===== config.mk =====
export PLATFORM = sky130hd
export DESIGN_NAME = fsk_tag_wavegen
export DESIGN_NICKNAME = d
export VERILOG_FILES = /design/src/rtl/fsk_wave_pkg.sv /design/src/rtl/fsk_tone_gen.sv /design/src/rtl/fsk_frame_seq.sv /design/src/rtl/fsk_tag_wavegen.sv
export SDC_FILE = /design/constraint.sdc
export NUM_CORES = 1
export LEC_CHECK = 0
export BUFFER_PORTS_ARGS = -buffer_cell sky130_fd_sc_hd__buf_4
export CORE_ASPECT_RATIO = 0.8
export CORE_MARGIN = 3
export CORE_UTILIZATION = 40
export DETAILED_ROUTE_END_ITERATION = 8
export RECOVER_POWER = 25
export SLEW_MARGIN = 20
export SYNTH_ARGS = -nofsm -noshare
export SYNTH_HDL_FRONTEND = slang
export SYNTH_SLANG_ARGS = --single-unit

===== constraint.sdc =====
create_clock -name clk_i -period 8.8 [get_ports clk_i]
set_input_delay 0.44 -clock clk_i [delete_from_list [all_inputs] [get_ports clk_i]]
set_output_delay 0.44 -clock clk_i [all_outputs]
set_load 0.03 [all_outputs]

===== src/rtl/fsk_wave_pkg.sv =====
package fsk_wave_pkg;
  typedef enum logic {TONE_SHORT = 1'b0, TONE_LONG = 1'b1} tone_e;
  typedef enum logic [1:0] {SEQ_SOF, SEQ_GAP, SEQ_BIT} seq_e;
  // bit i set: start-marker half i uses the long tone
  localparam logic [7:0] SOF_LONG_MASK = 8'b1011_1000;
endpackage


===== src/rtl/fsk_tone_gen.sv =====
module fsk_tone_gen
  import fsk_wave_pkg::*;
#(
  parameter int SHORT_PER  = 8,
  parameter int SHORT_HIGH = 2,
  parameter int LONG_PER   = 10,
  parameter int LONG_HIGH  = 3,
  parameter int REP_W      = 3
) (
  input  logic             clk_i,
  input  logic             rst_ni,
  input  logic             clr_i,
  input  logic             adv_i,
  input  tone_e            tone_i,
  input  logic [REP_W-1:0] reps_i,
  output logic             level_o,
  output logic             last_o
);
  localparam int MAX_PER = (LONG_PER > SHORT_PER) ? LONG_PER : SHORT_PER;
  localparam int PER_W   = $clog2(MAX_PER);

  logic [PER_W-1:0] ph_q;
  logic [REP_W-1:0] rp_q;
  logic [PER_W-1:0] per_m1, high;
  logic             ph_last, rp_last;

  assign per_m1  = (tone_i == TONE_LONG) ? PER_W'(LONG_PER - 1) : PER_W'(SHORT_PER - 1);
  assign high    = (tone_i == TONE_LONG) ? PER_W'(LONG_HIGH) : PER_W'(SHORT_HIGH);
  assign ph_last = (ph_q == per_m1);
  assign rp_last = (rp_q == reps_i - 1'b1);
  assign level_o = (ph_q < high);
  assign last_o  = ph_last && rp_last;

  always_ff @(posedge clk_i or negedge rst_ni) begin
    if (!rst_ni) begin
      ph_q <= '0;
      rp_q <= '0;
    end else if (clr_i) begin
      ph_q <= '0;
      rp_q <= '0;
    end else if (adv_i) begin
      if (ph_last) begin
        ph_q <= '0;
        rp_q <= rp_last ? '0 : rp_q + 1'b1;
      end else begin
        ph_q <= ph_q + 1'b1;
      end
    end
  end
endmodule


===== src/rtl/fsk_frame_seq.sv =====
module fsk_frame_seq
  import fsk_wave_pkg::*;
#(
  parameter int ID_W  = 44,
  parameter int GROUP = 4
) (
  input  logic            clk_i,
  input  logic            rst_ni,
  input  logic            clr_i,
  input  logic            adv_i,
  input  logic [ID_W-1:0] id_i,
  output tone_e           tone_o,
  output logic            gap_o,
  output logic            wrap_o
);
  localparam int BIT_W = $clog2(ID_W);

  seq_e             seq_q;
  logic [2:0]       sof_q;
  logic [BIT_W-1:0] bit_q;
  logic             half_q;
  logic [ID_W-1:0]  id_q;
  logic             cur_bit;

  function automatic logic gap_before(input logic [BIT_W-1:0] b);
    return (int'(b) % GROUP) == (GROUP - 1);
  endfunction

  assign cur_bit = id_q[bit_q];
  assign gap_o   = (seq_q == SEQ_GAP);
  assign wrap_o  = (seq_q == SEQ_BIT) && half_q && (bit_q == '0);

  always_comb begin
    unique case (seq_q)
      SEQ_SOF: tone_o = tone_e'(SOF_LONG_MASK[sof_q]);
      SEQ_GAP: tone_o = TONE_SHORT;
      default: tone_o = tone_e'(half_q ^ ~cur_bit); // bit 1: short then long
    endcase
  end

  always_ff @(posedge clk_i or negedge rst_ni) begin
    if (!rst_ni) begin
      seq_q  <= SEQ_SOF;
      sof_q  <= '0;
      bit_q  <= '0;
      half_q <= 1'b0;
      id_q   <= '0;
    end else if (clr_i) begin
      seq_q  <= SEQ_SOF;
      sof_q  <= '0;
      bit_q  <= '0;
      half_q <= 1'b0;
      id_q   <= id_i;
    end else if (adv_i) begin
      unique case (seq_q)
        SEQ_SOF: begin
          if (sof_q == 3'd7) begin
            bit_q  <= BIT_W'(ID_W - 1);
            half_q <= 1'b0;
            seq_q  <= gap_before(BIT_W'(ID_W - 1)) ? SEQ_GAP : SEQ_BIT;
          end else begin
            sof_q <= sof_q + 1'b1;
          end
        end
        SEQ_GAP: begin
          seq_q  <= SEQ_BIT;
          half_q <= 1'b0;
        end
        default: begin
          if (!half_q) begin
            half_q <= 1'b1;
          end else if (bit_q == '0) begin
            seq_q  <= SEQ_SOF;
            sof_q  <= '0;
            half_q <= 1'b0;
            id_q   <= id_i;
          end else begin
            bit_q  <= bit_q - 1'b1;
            half_q <= 1'b0;
            seq_q  <= gap_before(bit_q - 1'b1) ? SEQ_GAP : SEQ_BIT;
          end
        end
      endcase
    end
  end
endmodule


===== src/rtl/fsk_tag_wavegen.sv =====
module fsk_tag_wavegen
  import fsk_wave_pkg::*;
#(
  parameter int ID_W       = 44,
  parameter int GROUP      = 4,
  parameter int SHORT_PER  = 8,
  parameter int SHORT_HIGH = 2,
  parameter int SHORT_REP  = 6,
  parameter int LONG_PER   = 10,
  parameter int LONG_HIGH  = 3,
  parameter int LONG_REP   = 5
) (
  input  logic            clk_i,
  input  logic            rst_ni,
  input  logic            en_i,
  input  logic            tick_i,
  input  logic [ID_W-1:0] id_i,
  output logic            coil_o
);
  localparam int MAX_REP = (LONG_REP > SHORT_REP) ? LONG_REP : SHORT_REP;
  localparam int REP_W   = $clog2(MAX_REP + 1);

  tone_e            tone;
  logic             gap, wrap, level, seg_last, adv, clr;
  logic [REP_W-1:0] seg_reps;

  assign adv      = en_i & tick_i;
  assign clr      = ~en_i;
  assign seg_reps = gap ? REP_W'(1) :
                    (tone == TONE_LONG) ? REP_W'(LONG_REP) : REP_W'(SHORT_REP);

  fsk_frame_seq #(
    .ID_W  (ID_W),
    .GROUP (GROUP)
  ) i_seq (
    .clk_i  (clk_i),
    .rst_ni (rst_ni),
    .clr_i  (clr),
    .adv_i  (adv & seg_last),
    .id_i   (id_i),
    .tone_o (tone),
    .gap_o  (gap),
    .wrap_o (wrap)
  );

  fsk_tone_gen #(
    .SHORT_PER  (SHORT_PER),
    .SHORT_HIGH (SHORT_HIGH),
    .LONG_PER   (LONG_PER),
    .LONG_HIGH  (LONG_HIGH),
    .REP_W      (REP_W)
  ) i_tone (
    .clk_i   (clk_i),
    .rst_ni  (rst_ni),
    .clr_i   (clr),
    .adv_i   (adv),
    .tone_i  (tone),
    .reps_i  (seg_reps),
    .level_o (level),
    .last_o  (seg_last)
  );

  logic unused_wrap;
  assign unused_wrap = wrap;

  always_ff @(posedge clk_i or negedge rst_ni) begin
    if (!rst_ni)     coil_o <= 1'b0;
    else if (!en_i)  coil_o <= 1'b0;
    else if (tick_i) coil_o <= level;
  end
endmodule


==> results of run 1 <==
[sequential cells by signal (all words and copies together), names as in the netlist]
name,cells
i_seq.id_q,44
i_seq.bit_q,6
i_tone.ph_q,4
i_seq.sof_q,3
i_tone.rp_q,3
i_seq.seq_q,2
coil_o,1
i_seq.half_q,1
[worst min-delay path by stage]
stage | endpoint | cells after the start
4_1_cts | i_seq.id_q[21] | 1
2_1_floorplan | coil_o | 0
5_1_grt | i_seq.id_q[41] | 2
6_report | i_seq.id_q[35] | 2
3_5_place_dp | i_seq.id_q[32] | 1
3_3_place_gp | i_seq.id_q[35] | 1
[synth_stat cells, drive strengths merged (3+ instances only)]
cell type / instances
nor4: 4
nor3: 3
inv: 4
nand2b: 4
o41ai: 5
nand4: 8
nor2b: 10
mux2i: 23
or3: 3
o22ai: 4
clkbuf: 13
o211ai: 3
and2: 4
a2111oi: 4
a22oi: 6
a21oi: 5
a21boi: 7
mux2: 45
nand2: 23
dfrtp: 64
nor2: 13
ha: 6
o21ai: 5
buf: 7
o311ai: 4
or2: 3
o21a: 5
nand3: 14
[logic make-up after synthesis]
kind of cell	count (synthesis)	share of synthesized area (%)
AO/OA/AOI/OAI	59	13.37
AND/OR/NAND/NOR	93	13.37
buffers and inverters	24	3.482
adder cells (fa/ha/maj)	6	2.110
flip-flops	64	45.02
XOR/XNOR	4	1.196
multiplexers	69	21.46
[stage by stage]
| stage | utilization, % | total power, mW | hold slack, ps | cells |
|---|---|---|---|---|
| after floorplan | - | 0.3692 | 144.4 | 319 |
| after global placement | 46.49 | 0.4008 | 467.7 | 463 |
| after detailed placement | 46.49 | 0.4018 | 473.9 | 463 |
| after CTS | 48.64 | 0.6403 | 204.6 | 479 |
| after global routing | 48.60 | 0.6613 | 282.7 | 479 |
| final | 48.60 | 0.6299 | 308.7 | 479 |
[per-layer routing]
metal  vias up  GRT usage [%]
met5         -              0
met4         0          5.471
met3        10          4.689
met2        69          20.78
met1      1286          24.07
li1       1276              -
[worst max-delay path: cells and delay by family (launching register included)]
kind / cells / cell delay [ps]
xor gates and xnor gates: 1 / 210
AOI/OAI and AO/OA: 3 / 830
DFF: 1 / 680
and+or+nand+nor: 2 / 400
muxes: 3 / 810
buffers and inverters: 2 / 860
[cells in the final DEF (no fill, tap or decap), types with 2 or more instances in the layout]
cell type / count
buf_4: 51
o21ai_0: 4
inv_1: 4
nor4_1: 4
o22ai_1: 4
clkbuf_8: 11
mux2i_1: 22
or2_2: 3
or3_1: 3
nor2_1: 13
o311a_1: 2
o211ai_1: 3
nand2_1: 23
a2111oi_0: 4
nand4_1: 8
ha_1: 6
mux2_1: 40
mux2_2: 5
nor2b_1: 10
nand3_1: 14
clkbuf_1: 2
and2_1: 4
o21a_1: 5
a22oi_1: 6
nor3_1: 3
o311ai_0: 3
a21oi_1: 5
nand2b_1: 4
a21boi_0: 7
dfrtp_1: 64
xnor2_1: 2
clkinvlp_4: 2
o41ai_1: 4
o31ai_1: 2
[final cells by class]
class,count,area [µm²]
Tap cell,112,140.1
Clock buffer,12,155.1
Fill cell,798,4399
Timing Repair Buffer,52,386.6
Multi-Input combinational cell,231,1832
Clock inverter,4,28.78
Sequential cell,64,1602
Inverter,4,15.01
[power breakdown]
group          switching (mW)  internal [mW]  total [mW]  leakage, nW
logic                  0.0301         0.0360      0.0662        0.834
registers              0.0122          0.316       0.328        0.791
clock network           0.118          0.118       0.236       0.0886
total                   0.160          0.470       0.630         1.71
==> results.cfg, run 1 <==
[worst_setup_path]
cpMaxStageDelayCell = dfrtp_1
reg2reg_from = i_seq.bit_q[0]
crit_fanout = 44
endpoint = i_seq.id_q[13]
cp_cell_sequence = buf_4, mux2i_1, a22oi_1, nand3_1, nand4_1, xnor2_1, a211o_2, mux2i_2, o41ai_4, buf_4, mux2_2
cp-startpoint = i_seq.bit_q[0]
slowest_delay_ps = 680
start_kind = flop
timing.rr.end = i_seq.id_q[13]
r2r_cells = 11
crit_arrival_ps = 4180
reg2reg_slack_ps = 4860
crit_type = flop to flop
worstSetupEndpointType = flop
required_ps = 9030
crit_top_cell = buf_4

[placed_design]
place_congestion = 0.7848
dp_slack_ps = 4870
io_buffers = 48
placed_area_um2 = 3979
place_hpwl_mm = 5.390

[clock_network]
cts_tree = done
cts_buffers = 9
clockBufferDepth = 2
cts-root-buf = clkbuf_8
clkTransAtPathRegs_ps = 70
clock-sinks = 64
postCtsSetupBuffers = 0
htree_levels = 3
clk_latency_ps = 340
cts_resized = 0
cts_hold_buf = 0

[synth]
syn_area_um2 = 3557
yosysSeqAreaShare_pct = 45.02
yosysWarnings = 0
synth_ff_type = dfrtp_1
ys_ff_latch = 64
yosys.area.top_type = dfrtp_1
netlist_top_cells_area = dfrtp_1 45%, mux2_1 13%, mux2i_1 6.2%
synth_nets = 373
netlist_instances = 319
yosysTopAreaCellShare_pct = 45.02
netlist-cell-type-count = 51
synth_edf_count = 0
synthArstFlopShare_pct = 100.0
syn_avg_cell_area_um2 = 11.15

[cells_and_area]
drive_gt1_share_pct = 22.34
diodes = 0
final_net_count = 416
area_delta_synth_final_pct = 16.92
final_cell_area_um2 = 4159

[route]
first_pass_iters = 4
top_layer = met4
drt-total-wl_mm = 7.658
drtIter0Drc = 215
ant_nets = 0
met3_length_um = 430
wire_per_inst_um = 15.99
drt-met1-wl_mm = 3.798
vias = 2641
via_per_inst = 5.514
wl_met2_mm = 3.331
drc = 0

[floorplan]
core_um2 = 8558
rows = 30
die_w_um = 111.4
start_util_pct = 41.56
ioPinCount = 49
dieArea_um2 = 10070
fp.dieH_um = 90.35

[run_status]
violations = capacitance limit, slew limit
outcome = complete, but fails checks

[timing]
worst_pin_slew_ps = 3429
fin_worst_skew_ps = 7.486
fmax_mhz = 253.5
relSlewSlack_pct = -128.6
finalSetupViolCount = 0
setup_tns_ps = 0
drv_slew = 65
rsz0062_at_grt = false
hold_violations = 0
fin_crit_ps = 3945
period_share_pct = 44.83
fin_ws_ps = 4855

[global_route]
grt_pass1_wl_mm = 12.82
track_usage_pct = 15.73
first_global_vias = 2496
antenna_found_initial = 0
grt_max_degree = 65
globalRoute.totalOverflow = 0

[min_path]
min-delay-start = id_i[35]
hp-class = input port to flop

[pwr]
peakVddDrop_mv = 0.1088
power_density_nw_per_um2 = 151.5
power.leakage_nw = 1.713

[flow_run]
maxCapViolations = 1
No activity file was read; power rests on OpenSTA's default activity.
==> run 2, diff against run 1 <==
Clock period 8.8 ns to 3.4 ns, I/O delays scaled along.
==> run 2 against run 1 <==
Effect of this change: the run still ends with capacitance limit, slew limit left; worst setup slack lost 4700 ps; combinational power grew to 2.8 times the previous value; first-iteration DRC count is 50% lower; sequential share of layout area decreased by 1.7 points; cell area is 4.8% higher; maximum frequency up 22%; hold slack worse by 270 ps; clock power grew to 3.5 times the previous value; highest routed layer unchanged; wire length up 6.3%; total power increased to 3.0 times the previous value; register-to-register slack got worse by 4700 ps; sequential power rose to 2.6 times the previous value.
==> results.cfg, run 2 (synthesis results as in run 1) <==
[route]
wire_per_inst_um = 16.62
ant_nets = 0
drt-total-wl_mm = 8.142
drc = 0
via_per_inst = 5.471
vias = 2681
first_pass_iters = 4
drtIter0Drc = 107

[clock_network]
clk_latency_ps = 340
cts-root-buf = clkbuf_8
clockBufferDepth = 2
clkTransAtPathRegs_ps = 80
htree_levels = 3
cts_buffers = 9
cts_tree = done
clock-sinks = 64

[min_path]
hp-class = input port to flop

[worst_setup_path]
reg2reg_from = i_seq.bit_q[0]
crit_fanout = 13
required_ps = 3630
reg2reg_slack_ps = 180
endpoint = i_seq.id_q[1]
r2r_cells = 11
crit_type = flop to flop
worstSetupEndpointType = flop
start_kind = flop
timing.rr.end = i_seq.id_q[1]
crit_arrival_ps = 3450
cp-startpoint = i_seq.bit_q[0]

[timing]
drv_slew = 65
fin_worst_skew_ps = 6.310
rsz0062_at_grt = false
relSlewSlack_pct = -6.180
fin_ws_ps = 175.3
period_share_pct = 94.84
setup_tns_ps = 0
worst_pin_slew_ps = 1593
fmax_mhz = 310.1
fin_crit_ps = 3225
hold_slack_ps = 37.14
finalSetupViolCount = 0
hold_violations = 0

[placed_design]
placed_cells = 471
place_hpwl_mm = 5.612
io_buffers = 48
dp_slack_ps = 148.5
placed_area_um2 = 4064
place_congestion = 0.7673

[pwr]
power_density_nw_per_um2 = 427.0
power.leakage_nw = 1.817
intPower_mw = 1.429
p_seq_share_pct = 45.5
combPwrFrac_pct = 9.9
peakVddDrop_mv = 0.2466
switching_share_pct = 23.19
power_mw = 1.860
pwr-share-clk_pct = 44.6
switchingPower_uw = 431.3

[global_route]
grt_pass1_wl_mm = 13.67
antenna_found_initial = 0
first_global_vias = 2768
track_usage_pct = 16.76
grt_max_degree = 65
globalRoute.totalOverflow = 0

[cells_and_area]
area_delta_synth_final_pct = 22.48
regMostFlops = i_seq.id_q
diodes = 0
final_net_count = 427
drive_gt1_share_pct = 24.60
final_common_cell = dfrtp_1
largest_reg_flops = 44
largestRegisters = i_seq.id_q (44), i_seq.bit_q (6), i_tone.ph_q (4)
final_cell_mix = 64 x dfrtp_1, 56 x buf_4, 40 x mux2_1
fin_cells = 490
final_cell_area_um2 = 4357
post-route-util_pct = 50.91

[flow_run]
maxCapViolations = 1

[run_status]
outcome = complete, but fails checks
violations = capacitance limit, slew limit

[floorplan]
dieArea_um2 = 10070
ioPinCount = 49
start_util_pct = 41.56
fp.dieH_um = 90.35
core_um2 = 8558
rows = 30
die_w_um = 111.4
[run 2: cell type report]
type                       instances  area (µm²)
fill                             769        4202
multi-input combinational        231        1832
sequential                        64        1602
timing repair buffer              63       515.5
tap                              112       140.1
clock buffer                      10       137.6
clock inverter                     6       115.1
inverter                           4       15.01
[run 2: critical path, stage by stage, from the launching register on]
cell,delay [ps]
dfrtp_1,410
mux4_2,500
and3_1,190
a31oi_2,190
xor2_2,120
nor2b_1,160
a211o_2,310
mux2i_2,180
o41ai_4,330
buf_4,200
buf_6,180
mux2_1,340
[run 2: worst min-delay path by stage]
stage               slack [ps]             end  cells after the start      from
detailed placement         320  i_seq.id_q[23]                      1    rst_ni
global route                20  i_seq.id_q[40]                      2  id_i[40]
CTS                         20  i_seq.id_q[15]                      2  id_i[15]
finish                      40  i_seq.id_q[15]                      2  id_i[15]
floorplan                 -130          coil_o                      0    rst_ni
global placement           320  i_seq.id_q[22]                      1    rst_ni
[run 2: power by group through the flow]
stage | Sequential (mW) | Clock, mW | Combinational (mW)
after global placement | 0.859 | 0 | 0.179
final | 0.846 | 0.829 | 0.185
after global routing | 0.855 | 0.881 | 0.206
after CTS | 0.847 | 0.850 | 0.185
after floorplan | 0.854 | 0 | 0.102
after detailed placement | 0.862 | 0 | 0.183
[run 2: metal layers]
metal  vias up  part of all wire [%]  track usage, %  routed length [µm]
met5         -                     0               0                   0
met4         0                   1.5           5.978                 123
met3        13                   4.8           3.751                 393
met2        66                    44           24.85                3561
met1      1301                    50           24.10                4063
li1       1301                     -               -                   -
[run 2: repair_timing]
action,CTS,global route
endpoints found under the setup margin,0,44
gates resized for setup,0,1
buffers inserted,0,1
hold buffers,1,0
hold endpoints to repair,64,0
